--- config.mk ---
export PLATFORM = sky130hd
export DESIGN_NAME = lcd_pwr_seq
export DESIGN_NICKNAME = d
export VERILOG_FILES = /design/src/rtl/lcd_pwr_pkg.sv /design/src/rtl/lcd_pwr_cfg.sv /design/src/rtl/lcd_pwr_frmcnt.sv /design/src/rtl/lcd_pwr_fsm.sv /design/src/rtl/lcd_pwr_seq.sv
export SDC_FILE = /design/constraint.sdc
export NUM_CORES = 1
export LEC_CHECK = 0
export ABC_AREA = 1
export BUFFER_PORTS_ARGS = -buffer_cell sky130_fd_sc_hd__buf_2
export CORE_UTILIZATION = 45
export CTS_CLUSTER_DIAMETER = 120
export DETAILED_ROUTE_END_ITERATION = 10
export PLACE_DENSITY = 0.81
export SYNTH_ARGS = -nofsm -noshare
export SYNTH_HDL_FRONTEND = slang
export SYNTH_SLANG_ARGS = --single-unit
--- constraint.sdc ---
create_clock -name clk -period 1.5 [get_ports clk]
set_input_delay 0.3 -clock clk [delete_from_list [all_inputs] [get_ports clk]]
set_output_delay 0.3 -clock clk [all_outputs]
set_load 0.02 [all_outputs]
--- src/rtl/lcd_pwr_pkg.sv ---
package lcd_pwr_pkg;

    localparam int FIELD_W = 4;
    localparam int NUM_FIELDS = 4;
    localparam int REG_W = FIELD_W * NUM_FIELDS;
    localparam logic [REG_W-1:0] CFG_RST = 16'hF60F;

    // Sequencer states: one idle, one steady-on, four frame-counted waits.
    typedef enum logic [2:0] {
        PS_OFF     = 3'd0,
        PS_WAIT_A  = 3'd1,   // logic supply on, gate closed
        PS_WAIT_B  = 3'd2,   // gate open, high voltage off
        PS_FULL_ON = 3'd3,
        PS_WAIT_E  = 3'd4,   // high voltage dropped, gate still open
        PS_WAIT_F  = 3'd5    // gate closed, logic supply still on
    } pwr_state_e;

    typedef enum logic [1:0] {
        STS_IDLE = 2'd0,
        STS_SEQ  = 2'd1,
        STS_ON   = 2'd2
    } pwr_status_e;

    // Field order follows the register bit layout, MSB first.
    typedef struct packed {
        logic [FIELD_W-1:0] on_a;
        logic [FIELD_W-1:0] on_b;
        logic [FIELD_W-1:0] off_e;
        logic [FIELD_W-1:0] off_f;
    } period_cfg_t;

    typedef struct packed {
        logic logic_en;
        logic disp_gate;
        logic hv_en;
    } rail_ctl_t;

    function automatic rail_ctl_t rails_for(input pwr_state_e s);
        rail_ctl_t r;
        r.logic_en  = (s != PS_OFF);
        r.disp_gate = (s == PS_WAIT_B) || (s == PS_FULL_ON) || (s == PS_WAIT_E);
        r.hv_en     = (s == PS_FULL_ON);
        return r;
    endfunction

    function automatic pwr_status_e status_for(input pwr_state_e s);
        pwr_status_e v;
        case (s)
            PS_OFF:     v = STS_IDLE;
            PS_FULL_ON: v = STS_ON;
            default:    v = STS_SEQ;
        endcase
        return v;
    endfunction

    function automatic logic is_wait(input pwr_state_e s);
        return (s == PS_WAIT_A) || (s == PS_WAIT_B) ||
               (s == PS_WAIT_E) || (s == PS_WAIT_F);
    endfunction

    // Period field governing the wait in state s (zero for non-wait states).
    function automatic logic [FIELD_W-1:0] field_for(input pwr_state_e s,
                                                     input period_cfg_t c);
        logic [FIELD_W-1:0] v;
        case (s)
            PS_WAIT_A: v = c.on_a;
            PS_WAIT_B: v = c.on_b;
            PS_WAIT_E: v = c.off_e;
            PS_WAIT_F: v = c.off_f;
            default:   v = '0;
        endcase
        return v;
    endfunction

endpackage

--- src/rtl/lcd_pwr_cfg.sv ---
module lcd_pwr_cfg
    import lcd_pwr_pkg::*;
#(
    parameter int               W       = REG_W,
    parameter logic [W-1:0]     RST_VAL = CFG_RST
) (
    input  logic         clk,
    input  logic         rst,
    input  logic         we,
    input  logic [W-1:0] wdata,
    output logic [W-1:0] q
);

    always_ff @(posedge clk) begin
        if (rst)
            q <= RST_VAL;
        else if (we)
            q <= wdata;
    end

    // a write is visible in full on the following cycle
    a_r1_write_lands: assert property (@(posedge clk) disable iff (rst)
        we |=> (q == $past(wdata)));

    // without a write the contents never move
    a_r1_hold_no_write: assert property (@(posedge clk) disable iff (rst)
        !we |=> $stable(q));

endmodule

--- src/rtl/lcd_pwr_frmcnt.sv ---
module lcd_pwr_frmcnt #(
    parameter int W = 4
) (
    input  logic         clk,
    input  logic         rst,
    input  logic         load,
    input  logic [W-1:0] load_val,
    input  logic         tick,
    output logic         expired
);

    logic [W-1:0] cnt;
    logic         at_zero;

    assign at_zero = (cnt == '0);
    assign expired = tick && at_zero;

    always_ff @(posedge clk) begin
        if (rst)
            cnt <= '0;
        else if (load)
            cnt <= load_val;
        else if (tick && !at_zero)
            cnt <= cnt - 1'b1;
    end

    // the count is frozen in cycles without a frame tick
    a_r13_hold_without_tick: assert property (@(posedge clk) disable iff (rst)
        (!load && !tick) |=> $stable(cnt));

    // a load always lands the selected field, whatever tick does
    a_r10_load_lands: assert property (@(posedge clk) disable iff (rst)
        load |=> (cnt == $past(load_val)));

endmodule

--- src/rtl/lcd_pwr_fsm.sv ---
module lcd_pwr_fsm
    import lcd_pwr_pkg::*;
(
    input  logic               clk,
    input  logic               rst,
    input  logic               pwr_req,
    input  logic               expired,
    input  period_cfg_t        cfg,
    output logic               cnt_load,
    output logic [FIELD_W-1:0] cnt_val,
    output pwr_state_e         state
);

    pwr_state_e nxt;

    always_comb begin
        nxt = state;
        case (state)
            PS_OFF:     if (pwr_req) nxt = PS_WAIT_A;
            PS_WAIT_A:  if (!pwr_req) nxt = PS_WAIT_F;
                        else if (expired) nxt = PS_WAIT_B;
            PS_WAIT_B:  if (!pwr_req) nxt = PS_WAIT_E;
                        else if (expired) nxt = PS_FULL_ON;
            PS_FULL_ON: if (!pwr_req) nxt = PS_WAIT_E;
            PS_WAIT_E:  if (expired) nxt = PS_WAIT_F;
            PS_WAIT_F:  if (expired) nxt = PS_OFF;
            default:    nxt = PS_OFF;
        endcase
    end

    // Reload the frame counter only when a wait step is entered.
    assign cnt_load = (nxt != state) && is_wait(nxt);
    assign cnt_val  = field_for(nxt, cfg);

    always_ff @(posedge clk) begin
        if (rst)
            state <= PS_OFF;
        else
            state <= nxt;
    end

    // idle is left only towards the first power-on wait
    a_r3_exit_idle: assert property (@(posedge clk) disable iff (rst)
        (state == PS_OFF && pwr_req) |=> (state == PS_WAIT_A));

    // the power-off path never turns back towards power-on
    a_r12_off_path_forward: assert property (@(posedge clk) disable iff (rst)
        (state == PS_WAIT_E) |=> (state == PS_WAIT_E || state == PS_WAIT_F));

    // idle is reached only from the last off wait on an expired count
    a_r6_idle_entry: assert property (@(posedge clk) disable iff (rst)
        (state == PS_OFF && $past(state) != PS_OFF) |->
            ($past(state) == PS_WAIT_F && $past(expired)));

    // an abort in the first wait skips the display gate entirely
    a_r8_abort_a: assert property (@(posedge clk) disable iff (rst)
        (state == PS_WAIT_A && !pwr_req) |=> (state == PS_WAIT_F));

    // an abort in the second wait never raises the high voltage
    a_r9_abort_b: assert property (@(posedge clk) disable iff (rst)
        (state == PS_WAIT_B && !pwr_req) |=> (state == PS_WAIT_E));

endmodule

--- src/rtl/lcd_pwr_seq.sv ---
module lcd_pwr_seq
    import lcd_pwr_pkg::*;
(
    input  logic             clk,
    input  logic             rst,
    input  logic             frame_tick,
    input  logic             pwr_req,
    input  logic             cfg_we,
    input  logic [REG_W-1:0] cfg_wdata,
    output logic [REG_W-1:0] cfg_rdata,
    output logic             logic_en,
    output logic             disp_gate,
    output logic             hv_en,
    output logic [1:0]       status
);

    period_cfg_t        cfg;
    pwr_state_e         state;
    logic               cnt_load;
    logic [FIELD_W-1:0] cnt_val;
    logic               expired;
    rail_ctl_t          rails;

    lcd_pwr_cfg #(
        .W       (REG_W),
        .RST_VAL (CFG_RST)
    ) u_cfg (
        .clk   (clk),
        .rst   (rst),
        .we    (cfg_we),
        .wdata (cfg_wdata),
        .q     (cfg_rdata)
    );

    assign cfg = period_cfg_t'(cfg_rdata);

    lcd_pwr_fsm u_fsm (
        .clk      (clk),
        .rst      (rst),
        .pwr_req  (pwr_req),
        .expired  (expired),
        .cfg      (cfg),
        .cnt_load (cnt_load),
        .cnt_val  (cnt_val),
        .state    (state)
    );

    lcd_pwr_frmcnt #(
        .W (FIELD_W)
    ) u_cnt (
        .clk      (clk),
        .rst      (rst),
        .load     (cnt_load),
        .load_val (cnt_val),
        .tick     (frame_tick),
        .expired  (expired)
    );

    assign rails     = rails_for(state);
    assign logic_en  = rails.logic_en;
    assign disp_gate = rails.disp_gate;
    assign hv_en     = rails.hv_en;
    assign status    = status_for(state);

    // rail ordering holds in every cycle
    a_r7_rail_order: assert property (@(posedge clk) disable iff (rst)
        (hv_en |-> disp_gate) and (disp_gate |-> logic_en));

    // fully on exactly when all three outputs are high
    a_r11_status_on: assert property (@(posedge clk) disable iff (rst)
        (status == 2'd2) == (hv_en && disp_gate && logic_en));

    // reset clears every output
    a_r2_reset_clear: assert property (@(posedge clk)
        $past(rst) |-> (!logic_en && !disp_gate && !hv_en && status == 2'd0));

    // high voltage rises only after the gate has been open
    a_r5_hv_after_gate: assert property (@(posedge clk) disable iff (rst)
        $rose(hv_en) |-> $past(disp_gate));

endmodule

== Word level (Yosys, flattened, before mapping) ==
Cells that the tools add are included.
Word-level totals
  register bits: 23
  bits of input ports: 21
  output and inout bits: 21
  logic and storage cells: 40
Operators by class
  add/sub/neg operators: 1
  eq/ne operators: 10
  muxes and demuxes: 13
  reductions and logical operators: 13
Operators by type and width (number)
  2-to-1 mux 3 bit: 8
  case mux 3 bit (6 select lines): 1
  case mux 4 bit (4 select lines): 1
  equality test 3 bit, second input constant: 4
  equality test 3 x 2 -> 1 bit, second input constant: 3
  2-to-1 mux 4 bit: 2
  equality test 3 x 1 -> 1 bit, second input constant: 2
  logical OR 1 bit: 5
  zero test 4 bit: 1
  case mux 2 bit (2 select lines): 1
  subtractor 4 x 1 -> 4 bit, second input constant: 1
  logical AND 1 bit: 3
  zero test 3 bit: 1
  != test 3 bit: 1
  nonzero test 3 bit: 1
  nonzero test 2 bit: 1
  zero test 1 bit: 1

== Logic depth before layout (Yosys ltp) ==
Gate-level depths: netlist of run 1.
  word-level depth: 11
  gate-level depth with buffers: 13
  gate-level depth less buffers: 13

== Modules after synthesis ==
Synthesis of run 1 repeated with hierarchy kept, for this count alone.
Unflattened totals
  cell total of the unflattened synthesis: 233
  area total of the unflattened synthesis: 1417.6 sq um
Modules (own cells, without submodules)
  lcd_pwr_cfg: instances 1, cells an instance 81, area an instance 601.8 sq um, seq. area each 320.3 sq um
  lcd_pwr_fsm: instances 1, cells an instance 98, area an instance 500.5 sq um, seq. area each 60.1 sq um
  lcd_pwr_frmcnt: instances 1, cells an instance 43, area an instance 267.8 sq um, seq. area each 80.1 sq um
  lcd_pwr_seq: instances 1, cells an instance 11, area an instance 47.5 sq um, seq. area each 0.0 sq um

== Worst setup path after synthesis of run 1 ==
OpenSTA, ideal clock, no wires.
  path kind: register to register
  start point: reg u_fsm.state[0]
  end point: reg u_cnt.cnt[0]
  library setup time: 117 ps
  arrival: 1512 ps
  required time: 1383 ps
  setup slack: -129 ps
  cell stages (with the launch flop): 12
  path buffers: 0
  clock period less this slack: 1629 ps
  cell sequence: dfxtp_1 -> nor2_1 -> nand2_1 -> nand2_2 -> a21oi_2 -> nand3_2 -> nand2_1 -> nand3_2 -> nand2_4 -> clkinv_2 -> o21ai_1 -> nor2_1
Between the ends
  longest elaborated chain between the ends: 9
  elaborated cells on any way between the ends: 27
  classes of those cells: eq/ne: 10; mux: 11; reduce/logical: 6
Ends and longest elaborated chain
  from (decl): RTL line lcd_pwr_fsm.sv:11  | output pwr_state_e state
  from (signal assigned): RTL line lcd_pwr_fsm.sv:39  | state <= nxt;
  2-to-1 mux 3 bit, on equally long branches: RTL line lcd_pwr_fsm.sv:23, lcd_pwr_fsm.sv:21
  2-to-1 mux 3 bit, on equally long branches: RTL line lcd_pwr_fsm.sv:22, lcd_pwr_fsm.sv:20
  case mux 3 bit (6 select lines): RTL line lcd_pwr_fsm.sv:18  | case (state)
  equality test 3 x 1 -> 1 bit or equality test 3 x 2 -> 1 bit (tied branches): RTL line lcd_pwr_pkg.sv:57, lcd_pwr_pkg.sv:65
  logical OR 1 bit (2 in a row): RTL line lcd_pwr_pkg.sv:57  | return (s == PS_WAIT_A) || (s == PS_WAIT_B) ||
  logical OR 1 bit: RTL line lcd_pwr_pkg.sv:58  | (s == PS_WAIT_E) || (s == PS_WAIT_F);
  logical AND 1 bit: RTL line lcd_pwr_fsm.sv:32  | assign cnt_load = (nxt != state) && is_wait(nxt);
  2-to-1 mux 4 bit or nonzero test 2 bit (tied branches)
  to (signal assigned): RTL line lcd_pwr_frmcnt.sv:22  | cnt <= load_val;
  to (signal assigned): RTL line lcd_pwr_frmcnt.sv:24  | cnt <= cnt - 1'b1;
  to (decl): RTL line lcd_pwr_frmcnt.sv:12  | logic [W-1:0] cnt;
Several ways; a longest one is shown, not always the timed one.
A chain may end at the register's enable or synchronous reset.

== Worst setup path in the final report of run 1 ==
  start point: reg u_cnt.cnt[1]
  end point: reg u_cnt.cnt[0]
Between the ends
  longest elaborated chain between the ends: 11
  elaborated cells on any way between the ends: 23
  classes of those cells: eq/ne: 5; mux: 9; reduce/logical: 9
Ends and longest elaborated chain
  zero test 4 bit *: RTL line lcd_pwr_frmcnt.sv:15  | assign at_zero = (cnt == '0);
  logical AND 1 bit: RTL line lcd_pwr_frmcnt.sv:16  | assign expired = tick && at_zero;
  2-to-1 mux 3 bit, on equally long branches: RTL line lcd_pwr_fsm.sv:23, lcd_pwr_fsm.sv:21
  2-to-1 mux 3 bit, on equally long branches: RTL line lcd_pwr_fsm.sv:22, lcd_pwr_fsm.sv:20
  case mux 3 bit (6 select lines): RTL line lcd_pwr_fsm.sv:18
  equality test 3 x 1 -> 1 bit or equality test 3 x 2 -> 1 bit (tied branches): RTL line lcd_pwr_pkg.sv:57, lcd_pwr_pkg.sv:65
  logical OR 1 bit (2 in a row): RTL line lcd_pwr_pkg.sv:57
  logical OR 1 bit: RTL line lcd_pwr_pkg.sv:58
  logical AND 1 bit: RTL line lcd_pwr_fsm.sv:32
  2-to-1 mux 4 bit or nonzero test 2 bit (tied branches)
Every way passes the cells marked *; elsewhere a longest branch is shown, timed or not.

==> run metrics, run 1 <==
number of hold-repair buffers added at the cts stage 0; fraction of registers with async set/reset 0; most used flip-flop cell after synthesis sky130_fd_sc_hd__dfxtp_1; YS warnings 0; number of maximum-capacitance constraint violations 0; synthesis-stage register bit count 23; DIE AREA 0.003073 sq mm; library cell occupying the most area in the post-synthesis netlist sky130_fd_sc_hd__dfxtp_1; kind of end point of the critical path register; Min-Delay Path Depth 3; Multi-input gate area 898.4 sq um; Diodes inserted 0; largest net degree at the start of global routing 20; portion of synthesized cell area occupied by the leading cell type 0.3583; R2R Path End u_cnt.cnt[0]; Final TNS setup -0.7290 ns; startpoint of the worst hold path cfg_wdata[14]; R2R depth 12; Port Buffers 41; starting DRC count in detailed routing 42; via count of the first global-routing pass around 1300; storage element area between 400 and 500 sq um; hold slack final ~0.18 ns; sum of net half-perimeters after detailed placement between 2000 and 2500 um; worst path required time between 1.5 and 2 ns; Worst VDD drop between 0.001 and 0.0015 V; sequential area share after synthesis 0.3583; worst rel slew slack 0.6617; routed vias/inst ~5.2; count of endpoints failing hold in the final timing report 0; ranking of synthesized cells by instance count sky130_fd_sc_hd__nand2_1 (45), sky130_fd_sc_hd__dfxtp_1 (23), sky130_fd_sc_hd__inv_1 (22); total of endpoints with negative setup slack in the final report 9; first-pass GRT wire length between 5000 and 6000 um; cell area after synthesis approximately 0.0013 sq mm; die boundary height around 55 um; time the worst path needs with I/O delays and setup 1.658 ns; All-Layer GR Usage 0.2218; CTS tree done; total gr overflow 0; transition time at the pin with the least slew margin about 0.5 ns; pwr/cell area 1491 mW/mm^2; min setup slack post-route -0.1582 ns; highest attainable clock frequency about 600 MHz; Starting Density 0.4700; total nets after synthesis approximately 210; placement row count 19; clock net sink count 23; launch point of the worst reg-to-reg path u_cnt.cnt[1]; Worst-Skew Late Latency 0.32 ns; Inserted Clock Buffers 3; Cell variety after synth 26; number of top-level pins 42; terminating pin of the worst hold path u_cfg.q[14]; period utilization 1.105; Placer Congestion between 0.9 and 1; Post-Route Skew around 0.015 ns; critical path arrival around 1.9 ns; result of the run finished, violations left; Synth area leaders sky130_fd_sc_hd__dfxtp_1 (36%), sky130_fd_sc_hd__nand2_1 (13%), sky130_fd_sc_hd__nand3_1 (8.2%), sky130_fd_sc_hd__inv_1 (6.4%), sky130_fd_sc_hd__nor2_1 (5.6%); non-filler cells in the finished layout around 280; maximum clock path buffer count 2; setup slack of the worst register-to-register path -0.16 ns; startpoint type of the worst setup path register; Post-DRT Antenna Nets 0; Nets ~270; Avg Synthesized Cell Area roughly 6.8 sq um; total of fill cells in the finished design 203; EDFF count, synth 0; cell with the most instances after synthesis sky130_fd_sc_hd__nand2_1; DR DRC count 0; via count ~1500; fin. max-slew vios 0; share of cells above drive strength 1 0.4800; dpl cells 273; Horiz. Die Dim 55.44 um; area of the placeable core between 0.002 and 0.003 sq mm; First-pass DRT Iterations 4; Gate Count Post-Synth between 150 and 200; Pleak around 0.96 nW; unrepaired setup endpoints after global routing yes; CP Class reg -> reg; layout overhead on the synthesized area 48.88%; WL final 3512 um; violations in the final reports setup timing; antenna violations before repair 0; count of H-tree levels built during CTS 1; drt wl/cell roughly 12 um; Worst Setup Slack post-DPL -0.1062 ns; largest driver fanout on the critical path 7; CTS clk-pin slew, worst paths about 0.13 ns; HP Class in -> reg; Root Buffer Master sky130_fd_sc_hd__clkbuf_4
per-stage QoR:
stage	util	instance area (sq um)	total power [mW]
final	0.6998	1913	2.853
after global routing	0.6998	1913	3.055
after CTS	0.6654	1819	2.582
after detailed placement	0.6288	1719	2.187
after global placement	0.6288	1719	2.172
after floorplan	-	1378	1.799
flip-flops by register name (all words and copies together) (netlist names):
register	count
u_cfg.q	16
u_cnt.cnt	4
u_fsm.state	3
where the power goes:
part           internal, mW  switching (mW)  total, mW
clock                 0.100           0.188      0.288
sequential            0.707          0.0737      0.780
combinational         0.737            1.05       1.79
total                  1.54            1.31       2.85
routing by layer:
metal,global-route usage,share of wire
met5,0,0
met4,0.08929,0.017
met3,0.04215,0.041
met2,0.3701,0.53
met1,0.2811,0.41
cells in the final DEF (no fill, tap or decap), types with 2 or more instances in the layout:
master / count
sky130_fd_sc_hd__o21ai_2: 3
sky130_fd_sc_hd__clkbuf_4: 3
sky130_fd_sc_hd__a21oi_2: 5
sky130_fd_sc_hd__nand2_1: 34
sky130_fd_sc_hd__buf_4: 22
sky130_fd_sc_hd__inv_2: 3
sky130_fd_sc_hd__o21ai_1: 2
sky130_fd_sc_hd__nand2_2: 8
sky130_fd_sc_hd__o21ai_0: 10
sky130_fd_sc_hd__nand3_2: 3
sky130_fd_sc_hd__dfxtp_2: 4
sky130_fd_sc_hd__nor2_4: 2
sky130_fd_sc_hd__o22ai_1: 2
sky130_fd_sc_hd__dfxtp_1: 18
sky130_fd_sc_hd__a21oi_1: 6
sky130_fd_sc_hd__nand3_1: 17
sky130_fd_sc_hd__inv_4: 4
sky130_fd_sc_hd__nand2_4: 6
sky130_fd_sc_hd__xor2_1: 3
sky130_fd_sc_hd__nand4_1: 2
sky130_fd_sc_hd__nor2_1: 15
sky130_fd_sc_hd__inv_1: 18
sky130_fd_sc_hd__nand3_4: 6
sky130_fd_sc_hd__buf_2: 38
sky130_fd_sc_hd__nor2_2: 4
final cells by class:
| type | instances | area share |
|---|---|---|
| repair buffers | 61 | 0.1916 |
| inverters | 26 | 0.05886 |
| clock inverters | 1 | 0.002616 |
| clock buffers | 3 | 0.01177 |
| flip-flops and latches | 23 | 0.2453 |
| well taps | 31 | 0.02027 |
| multi-input cells | 136 | 0.4696 |
cell families after synthesis:
kind of cell	count (synthesis)	synth area share
AO/OA/AOI/OAI	31	0.1363
XOR/XNOR	3	0.02045
adder cells (fa/ha/maj)	2	0.01947
buffers and inverters	31	0.09444
flip-flops	23	0.3583
multiplexers	1	0.008763
AND/OR/NAND/NOR	99	0.3622
what timing repair did:
item | CTS | global route
pin swaps | 10 | 11
endpoints found under the hold margin | 0 | 0
setup buffers | 4 | 0
gates resized for setup | 16 | 21
setup endpoints to repair | 8 | 9
critical path, stage by stage, from the launching register on:
cell and delay (ns):
sky130_fd_sc_hd__dfxtp_2 0.34, sky130_fd_sc_hd__inv_2 0.04, sky130_fd_sc_hd__ha_4 0.16, sky130_fd_sc_hd__nand3_4 0.13, sky130_fd_sc_hd__inv_4 0.05, sky130_fd_sc_hd__nand2_2 0.10
sky130_fd_sc_hd__nand3_1 0.11, sky130_fd_sc_hd__a21oi_2 0.19, sky130_fd_sc_hd__nand2_4 0.09, sky130_fd_sc_hd__nand2_8 0.11, sky130_fd_sc_hd__clkinv_4 0.07, sky130_fd_sc_hd__o21ai_2 0.11
sky130_fd_sc_hd__nor2_1 0.06
worst max-delay path by stage:
stage | start | end | slack, ns
finish | u_cnt.cnt[1] | u_cnt.cnt[0] | -0.16
global route | u_cnt.cnt[1] | u_cnt.cnt[0] | -0.25
CTS | u_cnt.cnt[0] | u_cnt.cnt[3] | -0.07
detailed placement | u_cnt.cnt[0] | u_cnt.cnt[0] | -0.11
global placement | u_fsm.state[2] | u_cnt.cnt[0] | -0.07
floorplan | u_cnt.cnt[0] | u_cnt.cnt[0] | 0.02
No activity file was read; power rests on OpenSTA's default activity.
==> run 2, diff against run 1 <==
Settings changed: ABC_AREA 1 to default, CORE_UTILIZATION 45 to 44, GPL_TIMING_DRIVEN from default to 1, PLACE_DENSITY 0.81 to 0.8.
==> run metrics, run 2 <==
result of the run finished, violations left; violations in the final reports setup timing; portion of synthesized cell area occupied by the leading cell type 0.3673; commonest cells after routing, fill and taps aside sky130_fd_sc_hd__buf_2 (36), sky130_fd_sc_hd__buf_4 (22), sky130_fd_sc_hd__dfxtp_1 (18); via count 1354; startpoint of the worst hold path cfg_wdata[0]; Synth area leaders sky130_fd_sc_hd__dfxtp_1 (37%), sky130_fd_sc_hd__a211o_1 (7.0%), sky130_fd_sc_hd__nor2b_1 (6.0%), sky130_fd_sc_hd__mux2i_1 (4.8%), sky130_fd_sc_hd__nor2_1 (3.9%); synthesis-stage register bit count 23; Horiz. Die Dim between 50 and 60 um; count of H-tree levels built during CTS 1; clock net sink count 23; starting DRC count in detailed routing 34; launch point of the worst reg-to-reg path u_fsm.state[0]; CTS clk-pin slew, worst paths around 0.14 ns; largest driver fanout on the critical path 7; Placer Congestion about 0.83; Port Buffers 41; worst rel slew slack 0.6603; CTS tree done; stage delay of the slowest cell on the critical path ~0.39 ns; sequential area share after synthesis 0.3673; WL final 3876 um; largest net degree at the start of global routing 27; crit-path leading delay family compound AO/OA/AOI/OAI gates; hold slack final 0.1633 ns; most crowded layer after global routing met2; largest registers u_cfg.q (16), u_cnt.cnt (4), u_fsm.state (3); period utilization 1.212; Worst VDD drop around 0.0009 V; die boundary height approximately 55 um; WP buf/inv 3; slowest stage cell, crit path sky130_fd_sc_hd__o31ai_1; Avg Synthesized Cell Area 8.955 sq um; number of hold-repair buffers added at the cts stage 0; First-pass DRT Iterations 4; kind of end point of the critical path register; time the worst path needs with I/O delays and setup roughly 1.8 ns; placement row count 18; first-pass GRT wire length roughly 6000 um; Post-Route Skew around 0.0027 ns; most used cell along the critical path sky130_fd_sc_hd__buf_6; crit-path cells buf_6, buf_4, buf_6, o31ai_1, o21ai_2, a211oi_1, a311oi_2; Cell variety after synth 37; transition time at the pin with the least slew margin just over 0.5 ns; most common cell after layout, fill and taps aside sky130_fd_sc_hd__buf_2; total gr overflow 0; startpoint type of the worst setup path register; met2 track demand over resource in global routing 0.4062; drt wl/cell 16.71 um; min setup slack post-route -0.3184 ns; worst path required time 1.71 ns; setup slack of the worst register-to-register path -0.32 ns; R2R Path End u_cnt.cnt[1]; YS warnings 0; register name with the most flops u_cfg.q; cell area after synthesis about 0.0013 sq mm; All-Layer GR Usage 0.2373; storage element area roughly 470 sq um; Gate Count Post-Synth 140; number of maximum-capacitance constraint violations 0; layout overhead on the synthesized area 48.80%; Inserted Clock Buffers 3; cell with the most instances after synthesis sky130_fd_sc_hd__dfxtp_1; terminating pin of the worst hold path u_cfg.q[0]; sum of net half-perimeters after detailed placement approximately 2400 um; most used flip-flop cell after synthesis sky130_fd_sc_hd__dfxtp_1; max FFs per register 16; total nets after synthesis approximately 160; critical path arrival approximately 2 ns; fin. max-slew vios 0; Min-Delay Path Depth 2; DIE AREA 0.003067 sq mm; unrepaired setup endpoints after global routing yes; R2R depth 7; Final Cell Area 0.001866 sq mm; highest attainable clock frequency ~550 MHz; share of cells above drive strength 1 0.5000; library cell occupying the most area in the post-synthesis netlist sky130_fd_sc_hd__dfxtp_1; Multi-input gate area between 800 and 900 sq um; total of endpoints with negative setup slack in the final report 9; number of top-level pins between 40 and 50; antenna violations before repair 0; ranking of synthesized cells by instance count sky130_fd_sc_hd__dfxtp_1 (23), sky130_fd_sc_hd__nor2_1 (13), sky130_fd_sc_hd__nor2b_1 (12); Diodes inserted 0; via count of the first global-routing pass about 1200; Worst-Skew Late Latency between 0.3 and 0.4 ns; Cell Area, Placed 0.001619 sq mm; total of fill cells in the finished design around 180; Starting Density 0.4841; met3 GRT Util 0.03279; fraction of registers with async set/reset 0; CP Class reg -> reg; Post-DRT Antenna Nets 0; area of the placeable core ~0.0026 sq mm; maximum clock path buffer count 2; Pleak between 0.8 and 0.9 nW; count of endpoints failing hold in the final timing report 0; Root Buffer Master sky130_fd_sc_hd__clkbuf_4; Nets 226; HP Class in -> reg; routed vias/inst 5.836; met1 global-route usage 0.3082; DR DRC count 0; EDFF count, synth 0; pwr/cell area just over 1000 mW/mm^2
[run 2: metal layers]
| metal | wire [um] | up-vias |
|---|---|---|
| met5 | 0 | - |
| met4 | 76 | 0 |
| met3 | 141 | 9 |
| met2 | 1920 | 43 |
| met1 | 1737 | 655 |
| li1 | - | 647 |
[run 2: cell families after synthesis]
| logic type | synth area share |
|---|---|
| buf+inv | 0.04990 |
| flops | 0.3673 |
| compound gates | 0.2285 |
| simple gates | 0.2635 |
| mux | 0.05689 |
| xor+xnor | 0.01397 |
| fa+ha+maj | 0.01996 |
[run 2: per-stage QoR]
step	setup WS (ns)	utilization	TNS [ns]	instances	power, mW
6_report	-0.3184	0.7203	-1.929	232	1.878
5_1_grt	-0.3794	0.7203	-2.380	232	1.969
4_1_cts	-0.2096	0.6913	-1.488	230	1.771
3_5_place_dp	-0.2500	0.6251	-0.8924	218	1.391
3_3_place_gp	-0.1963	0.6251	-0.7213	218	1.354
2_1_floorplan	-0.07781	-	-0.3137	140	1.153
[run 2: timing repair]
action,4_1_cts,5_1_grt
buffers inserted,8,3
pin swaps,3,4
setup endpoints to repair,10,10
resized for setup,25,13
[run 2: final cells by class]
class,instances,area share
timing repair buffer,69,0.2515
multi-input combinational,103,0.4520
clock buffer,3,0.01207
inverter,3,0.008719
sequential,23,0.2529
tap,30,0.02012
clock inverter,1,0.002683
[run 2: how the worst max path moves through the flow]
stage	end	from	depth (start not counted)
after floorplan	u_cnt.cnt[1]	u_cnt.cnt[1]	7
after global placement	u_cnt.cnt[1]	u_cnt.cnt[1]	7
after detailed placement	u_cnt.cnt[1]	u_cnt.cnt[0]	7
after CTS	u_cnt.cnt[3]	u_cnt.cnt[1]	7
after global routing	u_cnt.cnt[1]	u_fsm.state[0]	7
final	u_cnt.cnt[1]	u_fsm.state[0]	7
[run 2: power breakdown]
| group | total [mW] | switching [mW] | internal (mW) |
|---|---|---|---|
| logic | 0.836 | 0.399 | 0.437 |
| registers | 0.733 | 0.0597 | 0.673 |
| clock network | 0.310 | 0.209 | 0.100 |
[run 2: worst register-to-register path: stages (launching register included)]
cell and delay (ns):
sky130_fd_sc_hd__dfxtp_2 0.36, sky130_fd_sc_hd__buf_6 0.12, sky130_fd_sc_hd__buf_4 0.13, sky130_fd_sc_hd__buf_6 0.13, sky130_fd_sc_hd__o31ai_1 0.40, sky130_fd_sc_hd__o21ai_2 0.15, sky130_fd_sc_hd__a211oi_1 0.32, sky130_fd_sc_hd__a311oi_2 0.08
==> run 3, diff against run 2 <==
Settings changed: CORE_UTILIZATION 44 to 45, PLACE_DENSITY 0.8 to 0.81, SYNTH_HIERARCHICAL from default to 1.
==> run metrics, run 3 <==
result of the run finished, violations left; violations in the final reports setup timing; First-pass DRT Iterations 4; most used flip-flop cell after synthesis sky130_fd_sc_hd__dfxtp_1; total gr overflow 0; number of top-level pins 42; layout overhead on the synthesized area 50.38%; launch point of the worst reg-to-reg path u_cnt/cnt[0]; startpoint type of the worst setup path register; Post-Route Skew 0.009617 ns; HP Class in -> reg; count of H-tree levels built during CTS 1; worst rel slew slack 0.7542; Nets approximately 240; number of maximum-capacitance constraint violations 0; Worst VDD drop ~0.00084 V; WL final 3645 um; largest net degree at the start of global routing 19; Post-DRT Antenna Nets 0; placement row count 19; Cell variety after synth 43; switching power total about 0.83 mW; startpoint of the worst hold path cfg_wdata[10]; Placer Congestion 0.8137; starting DRC count in detailed routing 64; hold slack final ~0.18 ns; Gate Count Post-Synth roughly 140; YS warnings 6; first-pass GRT wire length 5285 um; Worst Setup Slack post-DPL -0.6092 ns; most common cell after layout, fill and taps aside sky130_fd_sc_hd__buf_2; maximum clock path buffer count 2; number of hold-repair buffers added at the cts stage 0; portion of synthesized cell area occupied by the leading cell type 0.3518; Final Cell Area roughly 0.0020 sq mm; period utilization 1.387; via count of the first global-routing pass between 1000 and 1500; cell-internal power between 1 and 1.5 mW; area of the placeable core ~0.0028 sq mm; Inserted Clock Buffers 3; post-layout total power roughly 2.3 mW; highest attainable clock frequency approximately 480 MHz; DIE AREA around 0.0031 sq mm; Synth area leaders sky130_fd_sc_hd__dfxtp_1 (35%), sky130_fd_sc_hd__a211o_2 (7.6%), sky130_fd_sc_hd__mux2i_1 (5.4%), sky130_fd_sc_hd__and2b_2 (4.7%), sky130_fd_sc_hd__nand2_1 (4.0%); commonest cells after routing, fill and taps aside sky130_fd_sc_hd__buf_2 (36), sky130_fd_sc_hd__buf_4 (34), sky130_fd_sc_hd__dfxtp_1 (18); fin. max-slew vios 0; die boundary height 55.93 um; Sequential Power Share 0.334; sum of net half-perimeters after detailed placement approximately 2400 um; Setup crit start u_cnt/cnt[0]; proportion of power drawn by combinational gates 0.536; antenna violations before repair 0; Avg Synthesized Cell Area 9.484 sq um; transition time at the pin with the least slew margin roughly 0.37 ns; Root Buffer Master sky130_fd_sc_hd__clkbuf_4; time the worst path needs with I/O delays and setup ~2.1 ns; clock network fraction of total power 0.130; switching power share of the total 0.3644; min setup slack post-route -0.5807 ns; synthesis-stage register bit count 23; max FFs per register 16; critical path arrival 2.30 ns; fraction of registers with async set/reset 0; register name with the most flops u_cfg/q; Worst-Skew Late Latency ~0.32 ns; Horiz. Die Dim roughly 56 um; CP Class reg -> reg; pwr/cell area 1157 mW/mm^2; total of endpoints with negative setup slack in the final report 10; ranking of synthesized cells by instance count sky130_fd_sc_hd__dfxtp_1 (23), sky130_fd_sc_hd__nand2_1 (14), sky130_fd_sc_hd__nor2_1 (14); EDFF count, synth 0; Cell Area, Placed 0.001725 sq mm; CTS tree done; routed vias/inst roughly 5.7; unrepaired setup endpoints after global routing yes; count of endpoints failing hold in the final timing report 0; cell area after synthesis 0.001309 sq mm; Diodes inserted 0; Port Buffers 41; clock net sink count 23; share of cells above drive strength 1 0.6186; largest driver fanout on the critical path 8; Starting Density 0.4746; storage element area around 470 sq um; Pleak roughly 0.90 nW; library cell occupying the most area in the post-synthesis netlist sky130_fd_sc_hd__dfxtp_1; All-Layer GR Usage 0.2103; drt wl/cell 14.82 um; Multi-input gate area slightly below 900 sq um; sequential area share after synthesis 0.3518; DR DRC count 0; CTS clk-pin slew, worst paths between 0.1 and 0.15 ns; largest registers u_cfg/q (16), u_cnt/cnt (4), u_fsm/state (3); total of fill cells in the finished design 202; worst path required time ~1.7 ns; total nets after synthesis 160; via count between 1000 and 1500; cell with the most instances after synthesis sky130_fd_sc_hd__dfxtp_1; kind of end point of the critical path register
-- run 3: final cells by class --
cell class,count,share of cell area
clock buffers,4,0.01335
inverters,3,0.005722
multi-input cells,105,0.4418
flip-flops and latches,23,0.2409
well taps,31,0.01971
repair buffers,80,0.2784
-- run 3: repair_timing --
item / 4_1_cts / 5_1_grt
resized for setup: 6 / 32
pin swaps: 5 / 8
endpoints found under the setup margin: 10 / 10
buffers inserted: 4 / 9
-- run 3: path summary, 6_finish.rpt --
| check | to | slack, ns | cells after the start |
|---|---|---|---|
| worst max-delay path | u_cnt/cnt[1] | -0.58 | 12 |
| worst min-delay path | u_cfg/q[10] | 0.18 | 2 |
| worst max register to register | u_cnt/cnt[1] | -0.58 | 12 |
| worst min register to register | u_cfg/q[11] | 0.55 | 2 |
-- run 3: critical path, cell delays in order (launching register included) --
cell,delay (ns)
sky130_fd_sc_hd__dfxtp_2,0.35
sky130_fd_sc_hd__inv_2,0.07
sky130_fd_sc_hd__ha_4,0.14
sky130_fd_sc_hd__nand2_4,0.05
sky130_fd_sc_hd__nor3_4,0.12
sky130_fd_sc_hd__buf_6,0.16
sky130_fd_sc_hd__or2b_1,0.26
sky130_fd_sc_hd__nand2_1,0.08
sky130_fd_sc_hd__a221oi_2,0.06
sky130_fd_sc_hd__o21ai_2,0.15
sky130_fd_sc_hd__buf_6,0.14
sky130_fd_sc_hd__a2111oi_4,0.04
sky130_fd_sc_hd__a311o_2,0.36
-- run 3: power groups by stage --
stage	combinational (mW)	clock, mW	sequential, mW
6_report	1.22	0.297	0.760
5_1_grt	1.30	0.328	0.770
4_1_cts	0.995	0.296	0.755
3_5_place_dp	0.944	0	0.765
3_3_place_gp	0.901	0	0.759
2_1_floorplan	0.564	0	0.796
-- run 3: kinds of logic (layout without fill, tap and decap cells) --
logic type               Yosys count  in the layout  synth area share
flip-flops                        23             23            0.3518
adder cells (fa/ha/maj)            1              1          0.009559
multiplexers                       9              9           0.07075
buffers and inverters             10             87           0.05736
AND/OR/NAND/NOR                   64             64            0.2878
AO/OA/AOI/OAI                     31             31            0.2228
-- run 3: metrics by stage --
step	cells	utilization	TNS [ns]
after CTS	237	0.6497	-2.906
final	246	0.7137	-2.661
after global routing	246	0.7137	-3.363
after global placement	229	0.6257	-2.006
after detailed placement	229	0.6257	-2.330
after floorplan	138	-	-1.698
-- run 3: metal layers --
layer	wire (um)	track usage
met3	145	0.03023
met4	54	0.05575
met5	0	0
met1	1554	0.2551
met2	1891	0.3873
